### config.mk
export PLATFORM = sky130hd
export DESIGN_NAME = rop_mix_unit
export DESIGN_NICKNAME = d
export VERILOG_FILES = /design/src/rtl/rop_pkg.sv /design/src/rtl/rop_cfg_regs.sv /design/src/rtl/rop_bitwise.sv /design/src/rtl/rop_key_cmp.sv /design/src/rtl/rop_mix_unit.sv
export SDC_FILE = /design/constraint.sdc
export NUM_CORES = 1
export LEC_CHECK = 0
export BUFFER_PORTS_ARGS = -buffer_cell sky130_fd_sc_hd__buf_4
export CAP_MARGIN = 20
export CORE_MARGIN = 4
export CORE_UTILIZATION = 30
export CTS_CLUSTER_SIZE = 40
export DETAILED_ROUTE_END_ITERATION = 8
export PLACE_DENSITY = 0.58
export SYNTH_ARGS = -nofsm -noshare
export SYNTH_HDL_FRONTEND = slang
export SYNTH_SLANG_ARGS = --single-unit
### constraint.sdc
create_clock -name clk -period 2.3 [get_ports clk]
set_clock_uncertainty 0.2 [all_clocks]
set_input_delay 0.345 -clock clk [delete_from_list [all_inputs] [get_ports clk]]
set_output_delay 0.345 -clock clk [all_outputs]
set_load 0.03 [all_outputs]
### src/rtl/rop_pkg.sv
package rop_pkg;
  localparam int CFG_AW = 3;

  localparam logic [CFG_AW-1:0] A_FG   = 3'd0;
  localparam logic [CFG_AW-1:0] A_BG   = 3'd1;
  localparam logic [CFG_AW-1:0] A_MASK = 3'd2;
  localparam logic [CFG_AW-1:0] A_KEY  = 3'd3;
  localparam logic [CFG_AW-1:0] A_MIX  = 3'd4;
  localparam logic [CFG_AW-1:0] A_CTRL = 3'd5;

  typedef logic [3:0] rop_t;

  localparam rop_t ROP_CLEAR = 4'h0;
  localparam rop_t ROP_KEEP  = 4'hA;
  localparam rop_t ROP_COPY  = 4'hC;

  typedef struct packed {
    rop_t fg_rop;
    rop_t bg_rop;
    logic fg_from_src;
    logic key_eq;
  } mode_t;
endpackage

### src/rtl/rop_cfg_regs.sv
module rop_cfg_regs
  import rop_pkg::*;
#(
  parameter int PIX_W = 32
) (
  input  logic              clk,
  input  logic              rst,
  input  logic              we,
  input  logic [CFG_AW-1:0] addr,
  input  logic [PIX_W-1:0]  wdata,
  output logic [PIX_W-1:0]  fg_col,
  output logic [PIX_W-1:0]  bg_col,
  output logic [PIX_W-1:0]  mask,
  output logic [PIX_W-1:0]  key_col,
  output mode_t             mode
);
  // Each register loads only on its own address; unmapped addresses fall through.
  always_ff @(posedge clk) begin
    if (rst) begin
      fg_col  <= '0;
      bg_col  <= '0;
      mask    <= '0;
      key_col <= '0;
      mode    <= '0;
    end else if (we) begin
      case (addr)
        A_FG:   fg_col  <= wdata;
        A_BG:   bg_col  <= wdata;
        A_MASK: mask    <= wdata;
        A_KEY:  key_col <= wdata;
        A_MIX: begin
          mode.fg_rop <= wdata[3:0];
          mode.bg_rop <= wdata[7:4];
        end
        A_CTRL: begin
          mode.fg_from_src <= wdata[0];
          mode.key_eq      <= wdata[1];
        end
        default: ;
      endcase
    end
  end
endmodule

### src/rtl/rop_bitwise.sv
module rop_bitwise
  import rop_pkg::*;
#(
  parameter int PIX_W = 32
) (
  input  rop_t             rop,
  input  logic [PIX_W-1:0] s,
  input  logic [PIX_W-1:0] d,
  output logic [PIX_W-1:0] r
);
  // Truth-table lookup per bit: the code itself is the four-entry table.
  for (genvar i = 0; i < PIX_W; i++) begin : g_bit
    assign r[i] = rop[{s[i], d[i]}];
  end
endmodule

### src/rtl/rop_key_cmp.sv
module rop_key_cmp #(
  parameter int PIX_W = 32
) (
  input  logic             en,
  input  logic [PIX_W-1:0] src,
  input  logic [PIX_W-1:0] key,
  output logic             veto
);
  assign veto = en && (src == key);
endmodule

### src/rtl/rop_mix_unit.sv
module rop_mix_unit
  import rop_pkg::*;
#(
  parameter int PIX_W = 32
) (
  input  logic              clk,
  input  logic              rst,
  input  logic              cfg_we,
  input  logic [CFG_AW-1:0] cfg_addr,
  input  logic [PIX_W-1:0]  cfg_wdata,
  input  logic              in_valid,
  output logic              in_ready,
  input  logic [PIX_W-1:0]  in_src,
  input  logic [PIX_W-1:0]  in_dst,
  input  logic              in_mono,
  output logic              out_valid,
  input  logic              out_ready,
  output logic [PIX_W-1:0]  out_pix,
  output logic              out_we
);
  logic [PIX_W-1:0] fg_q, bg_q, mask_q, key_q;
  mode_t            mode_q;
  logic             key_eq_en;

  rop_cfg_regs #(.PIX_W(PIX_W)) u_cfg (
    .clk(clk), .rst(rst), .we(cfg_we), .addr(cfg_addr), .wdata(cfg_wdata),
    .fg_col(fg_q), .bg_col(bg_q), .mask(mask_q), .key_col(key_q), .mode(mode_q)
  );

  assign key_eq_en = mode_q.key_eq;

  logic [PIX_W-1:0] fg_opnd, fg_res, bg_res, sel_res, merged;
  logic             veto;

  assign fg_opnd = mode_q.fg_from_src ? in_src : fg_q;

  rop_bitwise #(.PIX_W(PIX_W)) u_fg (
    .rop(mode_q.fg_rop), .s(fg_opnd), .d(in_dst), .r(fg_res)
  );

  rop_bitwise #(.PIX_W(PIX_W)) u_bg (
    .rop(mode_q.bg_rop), .s(bg_q), .d(in_dst), .r(bg_res)
  );

  rop_key_cmp #(.PIX_W(PIX_W)) u_key (
    .en(key_eq_en), .src(in_src), .key(key_q), .veto(veto)
  );

  assign sel_res = in_mono ? fg_res : bg_res;
  assign merged  = (sel_res & mask_q) | (in_dst & ~mask_q);

  logic acc;
  assign in_ready = !out_valid || out_ready;
  assign acc      = in_valid && in_ready;

  always_ff @(posedge clk) begin
    if (rst) begin
      out_valid <= 1'b0;
      out_pix   <= '0;
      out_we    <= 1'b0;
    end else begin
      if (acc) begin
        out_valid <= 1'b1;
        out_pix   <= veto ? in_dst : merged;
        out_we    <= !veto;
      end else if (out_ready) begin
        out_valid <= 1'b0;
      end
    end
  end
endmodule

==> flow_summary.ini <==
[hold_path]
holdCritPathClass = primary input to register

[timing]
setup_repair_after_global_routing_missed_its_margin = yes
fmax_ghz = 0.419
final.setup.worst_slack_ns = -0.0890
ratio_of_final_minimum_period_to_clock_period = 1.04
fin_worst_hold_slack_ns = 0.0186
relSlewSlack = 0.615
tightest_slew_ns = 0.576
setup-tns-final_ns = -1.96
final_critical_delay_including_setup_and_external_delays_ns = 2.39
slew_viol_final = 0
setup_violations = 32
final_hold_violation_count = 0

[critical_path]
critPathCaptureType = register
cp_slowest_stage_delay_ns = 0.59
worst_path_slowest_cell = sky130_fd_sc_hd__or4_4
critical_path_peak_fanout = 20
worstPathArrival_ns = 2.51
critical_path_class = register to register
rrSetupSlack_ns = -0.09
critPathLaunchType = register
crit_path_cell_trace = xnor2_1 > nand4_1 > or4_4 > or3_4 > buf_12 > o221a_1
worst-endpoint-required_ns = 2.42

[detailed_routing]
detail_route.first_pass.iterations = 5
route.detailed.wl_per_inst_microns = 19.5
drt_iter0_drc = 777
drtAntennaViolNets = 0
via_per_inst = 5.24
routed-via-count = 8639
drt_wl_total_mm = 32.1
detail_route.drc_violations = 0

[floorplanning]
x_dimension_of_the_die_microns = 183
ioPinCount = 140
number_of_cell_rows = 63
core_area_sq_mm = 0.0300
floorplan.initialDensity = 0.308
dieHeight_microns = 183
die_area_sq_mm = 0.0337

[clock_network]
post_cts_clock_slew_at_the_launch_and_capture_registers_of_the_worst_setup_and_hold_paths_ns = 0.07
cts-root-buf = sky130_fd_sc_hd__clkbuf_16
h-tree-depth = 4
worstSkewPairLatency_ns = 0.44
numCtsBuffers = 17
clock_tree.buffer_depth = 2
cts_sinks = 172
clock_tree_from_tritoncts = yes

[synth]
dominantRegCellSynth = sky130_fd_sc_hd__dfxtp_1
syn_avg_cell_area_sq_um = 8.43
synth_top_cells_by_area = sky130_fd_sc_hd__dfxtp_1 37%, sky130_fd_sc_hd__nand2_1 12%, sky130_fd_sc_hd__mux2i_1 8.0%, sky130_fd_sc_hd__mux4_2 7.8%, sky130_fd_sc_hd__a21oi_1 7.0%
syn_area_sq_mm = 0.00924
synth_nets = 1201
synthDominantCellAreaShare = 0.373
postSynthRegisterBits = 172
synthArstFlopShare = 0
synthCells = 1096
synth.yosys.warnings = 0
synth-edff-count = 0
synth.lib_cells_used.distinct = 31
synth_area_leader_cell = sky130_fd_sc_hd__dfxtp_1
seq_total_area_yosys = 0.373

[final_layout]
layout.cells.most_common_list = 293 x sky130_fd_sc_hd__nand2_1, 183 x sky130_fd_sc_hd__buf_4, 170 x sky130_fd_sc_hd__dfxtp_1
finish.net_count = 1351
layout_commonest_cell = sky130_fd_sc_hd__nand2_1
fillerInstances = 3022
area_growth_syn_to_layout_pct = 29.1
diodes = 0
final_layout_size_suffix_gt1_frac = 0.242
postLayoutCellArea_sq_mm = 0.0119

[place]
port_buffers = 139
cell_area_after_placement_sq_mm = 0.0109
detailedPlace.worstSlack_ns = -0.457
place.gp.congestion = 0.810
detailed_place_hpwl_mm = 22.8

[power]
power.static_leakage_nw = 4.57
total_power_per_unit_cell_area_mw_per_mm2 = 606
peakVddDrop_v = 0.000490

[grt]
grt_pass1_vias = 8212
grt_antenna_before_repair = 2
gr-usage-all-layers = 0.188
grt_first_pass_wirelength_mm = 49.4
grt_start_max_net_pins = 59
overflow = 0

[outcome]
status = finished with violations
violations_in_the_final_reports = setup timing

[run]
maxCapViolations = 0
-- path summary, 6_finish.rpt --
| path | startpoint | to | cells past startpoint |
|---|---|---|---|
| max | u_cfg.key_col[29] | out_pix[5] | 6 |
| min | cfg_wdata[3] | u_cfg.fg_col[3] | 3 |
| max reg2reg | u_cfg.key_col[29] | out_pix[5] | 6 |
| min reg2reg | u_cfg.fg_col[25] | u_cfg.fg_col[25] | 2 |
-- metrics by stage --
stage	util	std cells	total power (W)
final	0.397	1648	0.00723
after global placement	0.363	1582	0.00428
after floorplan	-	1096	0.00376
after global routing	0.397	1648	0.00750
after CTS	0.396	1648	0.00728
after detailed placement	0.363	1582	0.00429
-- cells by family after synthesis --
family | synth area share
AND/OR/NAND/NOR | 0.166
AO/OA/AOI/OAI | 0.188
flip-flops | 0.373
multiplexers | 0.197
buffers and inverters | 0.0448
XOR/XNOR | 0.0303
-- registers in the layout, summed over array words and instances (netlist names) --
register / count
out_pix: 32
out_valid: 1
out_we: 1
u_cfg.bg_col: 32
u_cfg.fg_col: 32
u_cfg.key_col: 32
u_cfg.mask: 32
u_cfg.mode: 10
-- layer usage --
metal,GRT usage,part of all wire
met4,0.0381,0.012
met1,0.256,0.44
met2,0.308,0.48
met5,0,0.0012
met3,0.0427,0.068
-- report_power, final --
part           internal (W)  switching, W
sequential          0.00308     0.0000650
clock               0.00169       0.00126
combinational      0.000516      0.000630
total               0.00528       0.00195
-- area by class of cell --
class / count / area (sq um) / share of cell area
clock buffers: 22 / 474 / 0.0398
clock inverters: 9 / 114 / 0.00955
inverters: 2 / 7.51 / 0.000630
multi-input cells: 822 / 5430 / 0.455
flip-flops and latches: 172 / 3450 / 0.289
well taps: 390 / 488 / 0.0409
repair buffers: 231 / 1960 / 0.165
-- worst max-delay path, delay by kind of cell, from the launching register on --
| kind | cells | cell delay (ns) |
|---|---|---|
| simple gates | 3 | 1.15 |
| flops | 1 | 0.32 |
| compound gates | 1 | 0.25 |
| xor+xnor | 1 | 0.17 |
| buf+inv | 1 | 0.17 |
-- what timing repair did --
action	in CTS	in global routing
gates resized for setup	14	6
hold endpoints to repair	115	0
gates cloned	1	0
hold buffers	32	0
setup buffers	2	0
endpoints found under the setup margin	32	32
pin swaps	4	1
-- cells in the mapped netlist, drive strengths merged, types with 3 or more instances --
cell type,number
nand2,293
dfxtp,172
a21oi,129
clkbuf,89
nor2,77
mux2i,74
a21boi,32
a2bb2oi,32
mux2,32
mux4,32
o221a,32
o22ai,32
xor2,19
xnor2,13
buf,11
nand4,4
nor4,4
and2,3
nor3,3
Note: power is estimated with default switching activity, not from simulation.
